File: config.mk
export PLATFORM = sky130hd
export DESIGN_NAME = twowire_reg_master
export DESIGN_NICKNAME = d
export VERILOG_FILES = /design/src/rtl/twowire_reg_master.sv
export SDC_FILE = /design/constraint.sdc
export NUM_CORES = 1
export LEC_CHECK = 0
export BUFFER_PORTS_ARGS = -buffer_cell sky130_fd_sc_hd__buf_2
export CORE_ASPECT_RATIO = 0.6
export CORE_MARGIN = 2
export CORE_UTILIZATION = 50
export CTS_BUF_LIST = sky130_fd_sc_hd__clkbuf_16
export DETAILED_ROUTE_END_ITERATION = 8
export GPL_ROUTABILITY_DRIVEN = 1
export GPL_TIMING_DRIVEN = 0
export HOLD_SLACK_MARGIN = 0.08
export PLACE_DENSITY = 0.74
export SLEW_MARGIN = 10
export SYNTH_ARGS = -nofsm -noshare
export SYNTH_HDL_FRONTEND = slang
export SYNTH_SLANG_ARGS = --single-unit
export TNS_END_PERCENT = 30
File: constraint.sdc
create_clock -name clk -period 2.4 [get_ports clk]
set_input_delay 0.12 -clock clk [delete_from_list [all_inputs] [get_ports clk]]
set_output_delay 0.12 -clock clk [all_outputs]
set_load 0.005 [all_outputs]
File: src/rtl/twowire_reg_master.sv
module twowire_reg_master #(
  parameter logic [7:0] CMD_RD   = 8'hA9,
  parameter logic [7:0] CMD_WR   = 8'hA8,
  parameter int         HALF_DIV = 4,
  parameter int         RETRY_MAX = 5
) (
  input  logic        clk,
  input  logic        rst_n,
  input  logic        req,
  input  logic        rd_wr,
  input  logic [15:0] addr,
  input  logic [15:0] wdata,
  input  logic        no_ack,
  output logic        busy,
  output logic        done,
  output logic        err,
  output logic [15:0] rdata,
  output logic        sck_o,
  output logic        sck_oe,
  output logic        sda_o,
  output logic        sda_oe,
  input  logic        sda_i
);
  localparam int CW = $clog2(HALF_DIV + 1) + 1;
  localparam logic [CW-1:0] CNT_TOP = CW'(HALF_DIV - 1);
  localparam logic [3:0] RMAX = 4'(RETRY_MAX);

  typedef enum logic [2:0] {S_IDLE, S_START, S_WR, S_SACK, S_RD, S_MACK, S_STOP} st_t;
  st_t state;

  logic [CW-1:0] cnt;
  logic [2:0]  ph, bitn, byte_i;
  logic [3:0]  retries;
  logic [7:0]  sh;
  logic        rw_q, noack_q;
  logic [15:0] addr_q, wdata_q;
  logic        sda_m, sda_s;

  assign busy = (state != S_IDLE);
  wire   tick = busy && (cnt == CNT_TOP);

  function automatic logic [7:0] pick(input logic [2:0] i);
    case (i)
      3'd0:    pick = rw_q ? CMD_RD : CMD_WR;
      3'd1:    pick = addr_q[7:0];
      3'd2:    pick = addr_q[15:8];
      3'd3:    pick = wdata_q[7:0];
      default: pick = wdata_q[15:8];
    endcase
  endfunction

  always_ff @(posedge clk or negedge rst_n)
    if (!rst_n) {sda_m, sda_s} <= 2'b11;
    else        {sda_m, sda_s} <= {sda_i, sda_m};

  always_ff @(posedge clk or negedge rst_n) begin
    if (!rst_n) begin
      state <= S_IDLE; cnt <= '0; ph <= '0; bitn <= '0; byte_i <= '0;
      retries <= '0; sh <= '0; rw_q <= 1'b0; noack_q <= 1'b0;
      addr_q <= '0; wdata_q <= '0; done <= 1'b0; err <= 1'b0; rdata <= '0;
      sck_o <= 1'b0; sck_oe <= 1'b0; sda_o <= 1'b1; sda_oe <= 1'b0;
    end else begin
      done <= 1'b0;
      if (state == S_IDLE) begin
        cnt <= '0;
        if (req) begin
          rw_q <= rd_wr; addr_q <= addr; wdata_q <= wdata; noack_q <= no_ack;
          sck_o <= 1'b0; sda_o <= 1'b1; sck_oe <= 1'b1; sda_oe <= 1'b1;
          err <= 1'b0; ph <= '0; state <= S_START;
        end
      end else begin
        cnt <= tick ? '0 : cnt + 1'b1;
        if (tick) begin
          ph <= ph + 3'd1;
          case (state)
            S_START:
              case (ph)
                3'd0: sck_o <= 1'b1;
                3'd1: sck_o <= 1'b0;
                3'd2: sck_o <= 1'b1;
                3'd3: sda_o <= 1'b0;
                3'd4: sck_o <= 1'b0;
                default: begin
                  sda_o <= 1'b1; state <= S_WR; ph <= '0;
                  bitn <= '0; byte_i <= '0; sh <= pick(3'd0);
                end
              endcase
            S_WR:
              case (ph)
                3'd0: sda_o <= sh[7];
                3'd1: sck_o <= 1'b1;
                default: begin
                  sck_o <= 1'b0; sh <= {sh[6:0], 1'b0}; ph <= '0; bitn <= bitn + 3'd1;
                  if (bitn == 3'd7) begin
                    if (!rw_q && byte_i == 3'd4 && noack_q) state <= S_STOP;
                    else begin state <= S_SACK; retries <= '0; end
                  end
                end
              endcase
            S_SACK:
              case (ph)
                3'd0: sda_oe <= 1'b0;
                3'd1: sck_o <= 1'b1;
                default: begin
                  sck_o <= 1'b0; ph <= '0;
                  if (!sda_s) begin
                    sda_oe <= 1'b1; sda_o <= 1'b0; byte_i <= byte_i + 3'd1; bitn <= '0;
                    if (rw_q && byte_i == 3'd2)       state <= S_RD;
                    else if (!rw_q && byte_i == 3'd4) state <= S_STOP;
                    else begin state <= S_WR; sh <= pick(byte_i + 3'd1); end
                  end else if (retries == RMAX) begin
                    err <= 1'b1; sda_oe <= 1'b1; sda_o <= 1'b0; state <= S_STOP;
                  end else retries <= retries + 4'd1;
                end
              endcase
            S_RD:
              case (ph)
                3'd0: sda_oe <= 1'b0;
                3'd1: sck_o <= 1'b1;
                default: begin
                  sck_o <= 1'b0; ph <= '0; sh <= {sh[6:0], sda_s}; bitn <= bitn + 3'd1;
                  if (bitn == 3'd7) begin
                    sda_oe <= 1'b1; sda_o <= 1'b0; state <= S_MACK;
                    if (byte_i == 3'd3) rdata[7:0]  <= {sh[6:0], sda_s};
                    else                rdata[15:8] <= {sh[6:0], sda_s};
                  end
                end
              endcase
            S_MACK:
              case (ph)
                3'd0: sda_o <= (byte_i == 3'd4);
                3'd1: sck_o <= 1'b1;
                default: begin
                  sck_o <= 1'b0; ph <= '0;
                  if (byte_i == 3'd4) state <= S_STOP;
                  else begin byte_i <= 3'd4; bitn <= '0; state <= S_RD; end
                end
              endcase
            S_STOP:
              case (ph)
                3'd0: begin sda_o <= 1'b0; sck_o <= 1'b1; end
                3'd1: sda_o <= 1'b1;
                3'd2: ;
                3'd3: sck_o <= 1'b0;
                3'd4: sck_o <= 1'b1;
                3'd5: sck_o <= 1'b0;
                3'd6: sck_o <= 1'b1;
                default: begin
                  sck_oe <= 1'b0; sda_oe <= 1'b0; state <= S_IDLE; done <= 1'b1;
                end
              endcase
            default: state <= S_IDLE;
          endcase
        end
      end
    end
  end

  AST_DONE_PULSE: assert property (@(posedge clk) disable iff (!rst_n) done |=> !done);
  AST_BUSY_ENDS_WITH_DONE: assert property (@(posedge clk) disable iff (!rst_n) $fell(busy) |-> done);
  AST_ACCEPT_ON_REQ: assert property (@(posedge clk) disable iff (!rst_n) $rose(busy) |-> $past(req));
  AST_IDLE_RELEASED: assert property (@(posedge clk) disable iff (!rst_n) !busy |-> (!sck_oe && !sda_oe));
  AST_ACK_LINE_FREE: assert property (@(posedge clk) disable iff (!rst_n) (state == S_SACK && sck_o) |-> !sda_oe);
  AST_WR_HOLD_HIGH: assert property (@(posedge clk) disable iff (!rst_n) (state == S_WR && $past(state) == S_WR && $past(sck_o) && sck_o) |-> $stable(sda_o));
endmodule

==> impl_metrics.json, run 1 <==
{
  "outcome": "complete, but fails checks",
  "violations": "setup timing",
  "drive_above_1_share_pct": 36.2,
  "critical_path.slowest_cell": "sky130_fd_sc_hd__or4_4",
  "die_area_um2": 9900,
  "htreeDepth": 3,
  "cellInternalPower_mw": 4.16,
  "total_power_mw": 6.88,
  "ios": 61,
  "routed_wirelength_um": 12400,
  "coreArea_um2": 8650,
  "finalWorstPathRequiredPeriod_ns": 2.46,
  "design_area_um2": 5830,
  "switchingPower_mw": 2.72,
  "die-width_um": 127,
  "synth_top_flop_cell": "sky130_fd_sc_hd__dfrtp_1",
  "power.clock.fraction_pct": 20.0,
  "hold_viol_final": 0,
  "post_drt_via_cell_ratio": 6.03,
  "worst_case_clock_buffer_depth": 2,
  "route.detailed.wl_per_inst_um": 19.5,
  "crit_type": "reg -> reg",
  "holdCritPathClass": "in -> async",
  "clock_sinks": 86,
  "fin_hold_ws_ns": 0.280,
  "worstSkewPairLatency_ns": 0.35,
  "rsz_0062_raised_after_global_routing": "yes",
  "drv_cap": 0,
  "timing.critical_path.to_type": "flip-flop",
  "crit_required_ns": 2.60,
  "via_count_of_the_first_global_routing_pass": 3675,
  "worst_path_largest_cell_delay_ns": 0.56,
  "global_route.overflow_total": 0,
  "finalWeightedCongestion": 0.946,
  "synth_top_cell_area_share_pct": 45.7,
  "floorplan.die.height_um": 77.9,
  "post-route-period-util_pct": 102,
  "synth_enable_flop_cells": 0,
  "critPathLaunchType": "flip-flop",
  "arrival_time_at_the_worst_endpoint_ns": 2.66,
  "timing.max_slew.rel_slack_pct": 60.9,
  "ys_seq_elements": 86,
  "setup.worst_path.start": "ph[2]",
  "antenna_violations_before_repair": 0,
  "worst_pin_slew_ns": 0.582,
  "row_count": 26,
  "yosys_top_cell_by_area": "sky130_fd_sc_hd__dfrtp_1",
  "timing.clock.skew_ns": 0.00977,
  "cts_tree": "built",
  "achievable-frequency_mhz": 407,
  "worst_r2r_startpoint": "ph[2]",
  "layout.filler_cells": 638,
  "worst-path-max-fanout": 10,
  "maxSlewViolCount": 0,
  "share_seq_of_total_power_pct": 34.2,
  "cts_buffer_count": 9,
  "placed_cell_area_um2": 5020,
  "drt-pass1-iter-count": 5,
  "count_of_unresolved_drc_violations_after_routing": 0,
  "clkSlewWorstSetupHoldPaths_ns": 0.07,
  "yosysSeqAreaShare_pct": 47.4,
  "grt_pass1_wl_um": 19700,
  "power_per_cell_area_nw_per_um2": 1180,
  "hpwl_um": 8370,
  "ant_nets": 0,
  "pin_count_of_the_biggest_net_entering_global_routing": 54,
  "synth_async_reset_ratio_pct": 100,
  "timing.critical_path.cells": "clkbuf_8 > inv_1 > ha_2 > or4_4 > a31oi_2 > nand3_1 > o21ai_0 > o41ai_2",
  "final_critical_path_setup_slack_ns": -0.0596,
  "placement.io_buffers": 60,
  "final-setup-viol-count": 9,
  "post_layout_nets": 574,
  "synthCells": 405,
  "syn2layout_area_growth_pct": 28.2,
  "starting_utilization_of_the_core_area_pct": 52.5,
  "ys_warn_count": 0,
  "vdd_ir_drop_max_mv": 0.512,
  "synth_cell_types": 65,
  "power.combinational.fraction_pct": 45.8,
  "place_ws_ns": -0.329,
  "postSynthAreaPerCell_um2": 11.2,
  "netlist_area_um2": 4550,
  "num_vias": 3838,
  "synth_area_leaders": "sky130_fd_sc_hd__dfrtp_1, sky130_fd_sc_hd__mux2_2, sky130_fd_sc_hd__ha_1, sky130_fd_sc_hd__mux2_4, sky130_fd_sc_hd__o21ai_0",
  "power.leakage_nw": 2.67,
  "cts-root-buf": "sky130_fd_sc_hd__clkbuf_16",
  "initialDrtViolationCount": 464,
  "global_route_usage_over_all_layers_pct": 25.9,
  "syn-num-nets": 459,
  "insertedDiodeCount": 0,
  "netSwitchingFraction_pct": 39.6
}
-- worst max-delay path: cells and delay by family (launching register included) --
| kind | cells | cell delay [ns] |
|---|---|---|
| adders and majority gates | 1 | 0.23 |
| and+or+nand+nor | 2 | 0.74 |
| buffers and inverters | 2 | 0.25 |
| DFF | 1 | 0.41 |
| AOI/OAI and AO/OA | 3 | 0.69 |
-- power by group through the flow --
| stage | Sequential, mW | Combinational [mW] | Clock (mW) |
|---|---|---|---|
| floorplan | 2.20 | 2.09 | 0 |
| global placement | 2.31 | 2.71 | 0 |
| detailed placement | 2.33 | 2.81 | 0 |
| CTS | 2.32 | 2.93 | 1.39 |
| global route | 2.40 | 3.41 | 1.45 |
| finish | 2.35 | 3.15 | 1.38 |
-- timing repair --
action,4_1_cts,5_1_grt
hold buffers,36,0
setup buffers,1,8
resized for setup,11,19
hold endpoints to repair,65,0
pin swaps,1,2
gates cloned,0,0
setup endpoints to repair,25,29
-- metrics by stage --
| step | TNS, ns | utilization [%] | instances |
|---|---|---|---|
| 2_1_floorplan | 0 | - | 405 |
| 3_3_place_gp | -4.14 | 57.6 | 577 |
| 3_5_place_dp | -4.49 | 58.0 | 578 |
| 4_1_cts | -0.0973 | 65.9 | 630 |
| 5_1_grt | -0.405 | 67.4 | 637 |
| 6_report | -0.129 | 67.4 | 637 |
-- area by class of cell --
cell class / instances / area, µm² / area share, %
plain buffers: 24 / 121 / 2.08
clock buffers: 9 / 225 / 3.86
clock inverters: 7 / 65.1 / 1.12
inverters: 15 / 56.3 / 0.966
multi-input cells: 278 / 2300 / 39.5
flip-flops and latches: 86 / 2160 / 37.0
well taps: 112 / 140 / 2.40
repair buffers: 106 / 758 / 13.0
-- cells by family after synthesis --
logic type / Yosys count / share of synthesized area, %
simple gates: 105 / 13.3
compound gates: 88 / 13.7
flops: 86 / 47.4
mux: 67 / 17.0
buf+inv: 41 / 3.77
fa+ha+maj: 16 / 4.40
xor+xnor: 2 / 0.385
-- flip-flops by register name, indices dropped and copies added, names as in the netlist, 3 cells and up --
| signal | cells |
|---|---|
| state | 3 |
| addr_q | 16 |
| cnt | 4 |
| bitn | 3 |
| sh | 8 |
| wdata_q | 16 |
| byte_i | 3 |
| rdata | 16 |
| retries | 4 |
| ph | 3 |
-- worst paths after layout --
kind                            slack (ns)  endpoint  cells past startpoint
worst max-delay path                 -0.06  state[2]                      8
worst min-delay path                  0.28     ph[0]                      2
worst max register to register       -0.06  state[2]                      8
worst min register to register        0.36     sda_s                      0
max in group asynchronous             1.48  state[1]                      3
min in group clk                      0.36     sda_s                      0
-- per-layer routing --
metal	global-route usage [%]	vias up	wire, µm
li1	-	1731	-
met1	36.8	1887	5610
met2	38.0	204	5420
met3	9.17	16	1250
met4	6.26	0	138
met5	0	-	0
-- cells in the mapped netlist (3+ instances only) --
master	number
sky130_fd_sc_hd__o21ai_0	18
sky130_fd_sc_hd__or4_1	4
sky130_fd_sc_hd__a211oi_1	3
sky130_fd_sc_hd__buf_2	8
sky130_fd_sc_hd__nand2b_1	5
sky130_fd_sc_hd__dfrtp_1	83
sky130_fd_sc_hd__nor3_1	7
sky130_fd_sc_hd__o31ai_1	3
sky130_fd_sc_hd__and3b_1	3
sky130_fd_sc_hd__nand3_1	8
sky130_fd_sc_hd__mux2i_1	6
sky130_fd_sc_hd__nor2b_1	3
sky130_fd_sc_hd__o22ai_1	5
sky130_fd_sc_hd__o2bb2ai_1	3
sky130_fd_sc_hd__nand3b_1	6
sky130_fd_sc_hd__a21o_1	3
sky130_fd_sc_hd__mux2_2	53
sky130_fd_sc_hd__a222oi_1	7
sky130_fd_sc_hd__mux2_4	7
sky130_fd_sc_hd__ha_1	16
sky130_fd_sc_hd__inv_1	13
sky130_fd_sc_hd__o211ai_1	3
sky130_fd_sc_hd__a221o_1	4
sky130_fd_sc_hd__nand4_1	3
sky130_fd_sc_hd__nor3b_1	3
sky130_fd_sc_hd__nand2_1	23
sky130_fd_sc_hd__nor2_1	24
sky130_fd_sc_hd__clkbuf_1	14
sky130_fd_sc_hd__a22oi_1	5
sky130_fd_sc_hd__a21oi_1	16
sky130_fd_sc_hd__dfstp_2	3
-- placed cells by master (no fill, tap or decap), types with 4 or more instances in the layout --
| cell | n |
|---|---|
| sky130_fd_sc_hd__a21oi_1 | 15 |
| sky130_fd_sc_hd__nor3_1 | 7 |
| sky130_fd_sc_hd__buf_4 | 12 |
| sky130_fd_sc_hd__inv_1 | 13 |
| sky130_fd_sc_hd__dlygate4sd3_1 | 36 |
| sky130_fd_sc_hd__mux2_2 | 54 |
| sky130_fd_sc_hd__a221o_1 | 4 |
| sky130_fd_sc_hd__nand3_1 | 8 |
| sky130_fd_sc_hd__o21ai_0 | 18 |
| sky130_fd_sc_hd__nand2_1 | 23 |
| sky130_fd_sc_hd__o22ai_1 | 5 |
| sky130_fd_sc_hd__clkbuf_1 | 7 |
| sky130_fd_sc_hd__mux2_4 | 7 |
| sky130_fd_sc_hd__dfrtp_1 | 80 |
| sky130_fd_sc_hd__mux2i_1 | 6 |
| sky130_fd_sc_hd__ha_1 | 11 |
| sky130_fd_sc_hd__a222oi_1 | 7 |
| sky130_fd_sc_hd__a22oi_1 | 5 |
| sky130_fd_sc_hd__nand3b_1 | 6 |
| sky130_fd_sc_hd__nand2b_1 | 5 |
| sky130_fd_sc_hd__nor2_1 | 23 |
| sky130_fd_sc_hd__buf_2 | 67 |
| sky130_fd_sc_hd__clkbuf_16 | 9 |
No activity file was read; power rests on OpenSTA's default activity.
==> run 2: changes to the inputs <==
--- a/config.mk
+++ b/config.mk
@@ -9,12 +9,12 @@
 export CORE_ASPECT_RATIO = 0.6
 export CORE_MARGIN = 2
 export CORE_UTILIZATION = 50
-export CTS_BUF_LIST = sky130_fd_sc_hd__clkbuf_16
 export DETAILED_ROUTE_END_ITERATION = 8
 export GPL_ROUTABILITY_DRIVEN = 1
 export GPL_TIMING_DRIVEN = 0
 export HOLD_SLACK_MARGIN = 0.08
 export PLACE_DENSITY = 0.74
+export SKIP_LAST_GASP = 1
 export SLEW_MARGIN = 10
 export SYNTH_ARGS = -nofsm -noshare
 export SYNTH_HDL_FRONTEND = slang
==> run 2 against run 1 <==
The flow now finishes without violations. Critical path depth stayed put. Global-route usage hardly changed. Clock skew is 0.0024 ns lower. First-iteration DRC count is 12% lower. Sequential power hardly changed. Routed wire length is 0.53% lower. Critical path type unchanged. Highest routed layer unchanged.
==> impl_metrics.json, run 2 (synthesis gave the netlist of run 1 again) <==
{
  "outcome": "complete, no violations",
  "drv_cap": 0,
  "worst_case_clock_buffer_depth": 2,
  "worst-path-max-fanout": 4,
  "worst_pin_slew_ns": 0.601,
  "global_route.overflow_total": 0,
  "drive_above_1_share_pct": 37.5,
  "layout.filler_cells": 627,
  "crit_type": "reg -> reg",
  "post_layout_nets": 577,
  "post-route-period-util_pct": 99.4,
  "placement.io_buffers": 60,
  "share_seq_of_total_power_pct": 33.6,
  "timing.critical_path.to_type": "flip-flop",
  "via_count_of_the_first_global_routing_pass": 3657,
  "critPathLaunchType": "flip-flop",
  "hold_viol_final": 0,
  "ios": 61,
  "mostFrequentLayoutCells": "sky130_fd_sc_hd__dfrtp_1, sky130_fd_sc_hd__buf_2, sky130_fd_sc_hd__mux2_2",
  "power.clock.fraction_pct": 20.2,
  "count_of_unresolved_drc_violations_after_routing": 0,
  "clkSlewWorstSetupHoldPaths_ns": 0.06,
  "ant_nets": 0,
  "pin_count_of_the_biggest_net_entering_global_routing": 54,
  "seq_area_um2": 2160,
  "htreeDepth": 3,
  "initialDrtViolationCount": 407,
  "finalWorstPathRequiredPeriod_ns": 2.39,
  "num_vias": 3859,
  "coreArea_um2": 8650,
  "finalWeightedCongestion": 0.946,
  "most_common_library_cell_in_the_layout_ignoring_fill_and_taps": "sky130_fd_sc_hd__dfrtp_1",
  "floorplan.die.height_um": 77.9,
  "die-width_um": 127,
  "cts_buffer_count": 9,
  "netSwitchingFraction_pct": 39.2,
  "cts_tree": "built",
  "row_count": 26,
  "clock_sinks": 86,
  "global_route_usage_over_all_layers_pct": 25.9,
  "vdd_ir_drop_max_mv": 0.527,
  "maxSlewViolCount": 0,
  "fin_util_pct": 67.9,
  "die_area_um2": 9900,
  "route.detailed.wl_per_inst_um": 19.3,
  "arrival_time_at_the_worst_endpoint_ns": 2.59,
  "power_per_cell_area_nw_per_um2": 1190,
  "hpwl_um": 8370,
  "worst_r2r_startpoint": "ph[2]",
  "cellInternalPower_mw": 4.24,
  "starting_utilization_of_the_core_area_pct": 52.5,
  "multi_input_comb_area_um2": 2310,
  "grt_pass1_wl_um": 19700,
  "power.leakage_nw": 2.70,
  "crit_required_ns": 2.61,
  "total_power_mw": 6.96,
  "setup.worst_path.start": "ph[2]",
  "largest_registers": "addr_q (16), rdata (16), wdata_q (16)",
  "post_drt_via_cell_ratio": 6.03,
  "switchingPower_mw": 2.73,
  "cts-root-buf": "sky130_fd_sc_hd__clkbuf_16",
  "timing.clock.skew_ns": 0.00732,
  "holdCritPathClass": "in -> async",
  "routed_wirelength_um": 12300,
  "rsz_0062_raised_after_global_routing": "yes",
  "power.combinational.fraction_pct": 46.2,
  "drt-pass1-iter-count": 7,
  "achievable-frequency_mhz": 419,
  "worstSkewPairLatency_ns": 0.35,
  "syn2layout_area_growth_pct": 29.2,
  "antenna_violations_before_repair": 0,
  "timing.max_slew.rel_slack_pct": 59.9,
  "insertedDiodeCount": 0,
  "final-setup-viol-count": 0
}
==> run 2: cell count changes in the layout (fill, tap and decap cells not counted), sizes merged <==
cell / previous run / this run
buf: 83 / 86
clkbuf: 20 / 21
clkinv: 6 / 5
==> run 2: stage by stage <==
stage | setup TNS [ns] | setup WS, ns | std cells | cell area, µm² | hold WS, ns
detailed placement | -4.49 | -0.329 | 578 | 5020 | 0.119
CTS | -0.181 | -0.100 | 630 | 5700 | 0.294
floorplan | 0 | 0.0214 | 405 | 4550 | -0.176
global placement | -4.14 | -0.329 | 577 | 4990 | 0.226
global route | -0.150 | -0.0872 | 640 | 5870 | 0.330
finish | 0 | 0.0149 | 640 | 5870 | 0.277
==> run 2: power by group through the flow <==
stage / logic [mW] / registers, mW / clock network, mW
floorplan: 2.09 / 2.20 / 0
global placement: 2.71 / 2.31 / 0
detailed placement: 2.81 / 2.33 / 0
CTS: 2.91 / 2.31 / 1.43
global route: 3.47 / 2.41 / 1.49
finish: 3.22 / 2.34 / 1.40
==> run 2: critical path: stages (launching register included) <==
cell,delay [ns]
sky130_fd_sc_hd__dfrtp_1,0.43
sky130_fd_sc_hd__buf_6,0.13
sky130_fd_sc_hd__inv_1,0.07
sky130_fd_sc_hd__ha_2,0.22
sky130_fd_sc_hd__or4_4,0.56
sky130_fd_sc_hd__a31oi_2,0.20
sky130_fd_sc_hd__nand3_1,0.19
sky130_fd_sc_hd__o21ai_0,0.30
sky130_fd_sc_hd__o41ai_2,0.14
==> run 2: final cells by class <==
type | count | share of cell area (%)
Buffer | 23 | 2.00
Sequential cell | 86 | 36.8
Clock buffer | 10 | 4.07
Clock inverter | 6 | 1.04
Timing Repair Buffer | 110 | 13.4
Inverter | 15 | 0.959
Multi-Input combinational cell | 278 | 39.3
Tap cell | 112 | 2.39
==> run 2: path summary, 6_finish.rpt <==
check                           slack (ns)        to  depth (start not counted)
worst max-delay path                  0.01  state[2]                          8
worst min-delay path                  0.28     ph[0]                          2
worst max register to register        0.01  state[2]                          8
worst min register to register        0.35     sda_s                          0
max in group asynchronous             1.48  state[1]                          3
min in group clk                      0.35     sda_s                          0
==> run 2: timing repair <==
item                                    CTS  global route
buffers inserted                          1            12
endpoints found under the setup margin   25            29
pin swaps                                 1             1
cloned                                    0             0
endpoints found under the hold margin    65             0
hold buffers                             36             0
resized for setup                         7            27
==> run 2: per-layer routing <==
layer	vias to the layer above	routed length [µm]	share of wire [%]	track usage [%]
li1	1741	-	-	-
met1	1864	5630	46	37.8
met2	233	5330	43	37.3
met3	21	1230	10	8.62
met4	0	161	1.3	6.15
met5	-	0	0	0
==> run 3: changes to the inputs <==
--- a/config.mk
+++ b/config.mk
@@ -13,6 +13,7 @@
 export GPL_ROUTABILITY_DRIVEN = 1
 export GPL_TIMING_DRIVEN = 0
 export HOLD_SLACK_MARGIN = 0.08
+export MAX_ROUTING_LAYER = met4
 export PLACE_DENSITY = 0.74
 export SKIP_LAST_GASP = 1
 export SLEW_MARGIN = 10
==> run 3 against run 2 <==
The flow now finishes with violations (setup timing). Final cell count down 0.47%. Design area down 0.23%. Register-to-register slack worse by 0.02 ns. Power down 0.14%. Routed wire length down 4.6%. Global-route usage down 0.41 points. Flip-flop and latch count unchanged. Sequential power about the same. Setup slack worse by 0.021 ns.
==> impl_metrics.json, run 3 (synthesis gave the netlist of run 1 again) <==
{
  "critPathLaunchType": "flip-flop",
  "cts_tree": "built",
  "num_vias": 3786,
  "drive_above_1_share_pct": 36.6,
  "vdd_ir_drop_max_mv": 0.548,
  "rsz_0062_raised_after_global_routing": "yes",
  "final-setup-viol-count": 1,
  "syn2layout_area_growth_pct": 28.9,
  "total_power_mw": 6.95,
  "place_ws_ns": -0.331,
  "violations": "setup timing",
  "design_area_um2": 5860,
  "cp_top_family": "simple AND/OR/NAND/NOR gates",
  "drv_cap": 0,
  "achievable-frequency_mhz": 416,
  "crit_type": "reg -> reg",
  "switchingPower_mw": 2.70,
  "maxSlewViolCount": 0,
  "coreArea_um2": 8650,
  "floorplan.die.height_um": 77.9,
  "placed_cell_area_um2": 5020,
  "die-width_um": 127,
  "cts_buffer_count": 9,
  "post_drt_via_cell_ratio": 5.94,
  "cellInternalPower_mw": 4.26,
  "worst-path-max-fanout": 6,
  "global_route_usage_over_all_layers_pct": 25.5,
  "initialDrtViolationCount": 356,
  "timing.critical_path.cells": "ha_1 > nor3b_4 > a21oi_2 > or3_1 > and4bb_1 > mux2_1",
  "htreeDepth": 3,
  "cts-root-buf": "sky130_fd_sc_hd__clkbuf_16",
  "timing.max_slew.rel_slack_pct": 59.7,
  "power.leakage_nw": 2.71,
  "global_route.overflow_total": 0,
  "timing.critical_path.to_type": "flip-flop",
  "post_layout_nets": 574,
  "largest_registers": "addr_q (16), rdata (16), wdata_q (16)",
  "hpwl_um": 8310,
  "power.clock.fraction_pct": 21.8,
  "most_common_library_cell_in_the_layout_ignoring_fill_and_taps": "sky130_fd_sc_hd__dfrtp_1",
  "worst_path_largest_cell_delay_ns": 0.47,
  "drt-pass1-iter-count": 6,
  "finalWorstPathRequiredPeriod_ns": 2.41,
  "worstSkewPairLatency_ns": 0.34,
  "worst_case_clock_buffer_depth": 2,
  "ios": 61,
  "count_of_unresolved_drc_violations_after_routing": 0,
  "timing.clock.skew_ns": 0.00540,
  "mostFrequentLayoutCells": "sky130_fd_sc_hd__dfrtp_1, sky130_fd_sc_hd__buf_2, sky130_fd_sc_hd__mux2_2",
  "outcome": "complete, but fails checks",
  "fin_hold_ws_ns": 0.201,
  "share_seq_of_total_power_pct": 33.4,
  "antenna_violations_before_repair": 0,
  "route.detailed.wl_per_inst_um": 18.5,
  "die_area_um2": 9900,
  "crit_required_ns": 2.62,
  "finalWeightedCongestion": 0.927,
  "power.combinational.fraction_pct": 44.7,
  "final_critical_path_setup_slack_ns": -0.00572,
  "insertedDiodeCount": 0,
  "ant_nets": 0,
  "layout.filler_cells": 633,
  "netSwitchingFraction_pct": 38.8,
  "pin_count_of_the_biggest_net_entering_global_routing": 68,
  "clock_sinks": 86,
  "row_count": 26,
  "via_count_of_the_first_global_routing_pass": 3604,
  "worst_pin_slew_ns": 0.605,
  "clkSlewWorstSetupHoldPaths_ns": 0.07,
  "routed_wirelength_um": 11800,
  "post-route-period-util_pct": 100,
  "holdCritPathClass": "in -> async",
  "grt_pass1_wl_um": 18800,
  "placement.io_buffers": 60,
  "critical_path.slowest_cell": "sky130_fd_sc_hd__or3_1",
  "power_per_cell_area_nw_per_um2": 1190,
  "starting_utilization_of_the_core_area_pct": 52.5,
  "critical_path_buf_inv_count": 0,
  "hold_viol_final": 0,
  "arrival_time_at_the_worst_endpoint_ns": 2.62
}
[run 3: final cells by class]
class / instances / area [µm²] / area share (%)
clock buffers: 9 / 225 / 3.84
multi-input cells: 278 / 2300 / 39.2
well taps: 112 / 140 / 2.39
clock inverters: 7 / 96.3 / 1.64
plain buffers: 21 / 105 / 1.79
repair buffers: 109 / 781 / 13.3
flip-flops and latches: 86 / 2160 / 36.8
inverters: 15 / 56.3 / 0.961
[run 3: routing by layer]
layer	track usage (%)	part of all wire (%)	vias to the layer above
met1	37.4	47	1858
li1	-	-	1723
met2	34.1	42	193
met4	6.48	0.90	0
met3	7.93	10	12
met5	-	0	-
[run 3: through the flow]
| stage | util (%) | TNS, ns | std cells |
|---|---|---|---|
| after floorplan | - | 0 | 405 |
| after global placement | 57.6 | -4.56 | 577 |
| after detailed placement | 58.0 | -4.00 | 578 |
| after CTS | 66.2 | -0.418 | 629 |
| after global routing | 67.7 | -0.119 | 637 |
| final | 67.7 | -0.00572 | 637 |
[run 3: final timing paths]
kind                       slack, ns  startpoint  endpoint  cells after the start
max reg2reg                   -0.006      cnt[0]  state[1]                      6
max                           -0.006      cnt[0]  state[1]                      6
min in group clk                0.36       sda_m     sda_s                      0
min                             0.20       rst_n      rw_q                      2
max in group asynchronous       1.58       rst_n    sda_oe                      3
min reg2reg                     0.36       sda_m     sda_s                      0
[run 3: power by group through the flow]
stage / Sequential [mW] / Clock (mW) / Combinational [mW]
2_1_floorplan: 2.20 / 0 / 2.09
3_3_place_gp: 2.30 / 0 / 2.73
3_5_place_dp: 2.33 / 0 / 2.78
4_1_cts: 2.31 / 1.53 / 2.90
5_1_grt: 2.38 / 1.60 / 3.35
6_report: 2.33 / 1.52 / 3.11
[run 3: timing repair]
item,in CTS,in global routing
hold endpoints to repair,120,0
endpoints found under the setup margin,25,30
pin swaps,1,3
hold buffers,36,0
resized for setup,9,16
buffers inserted,0,12
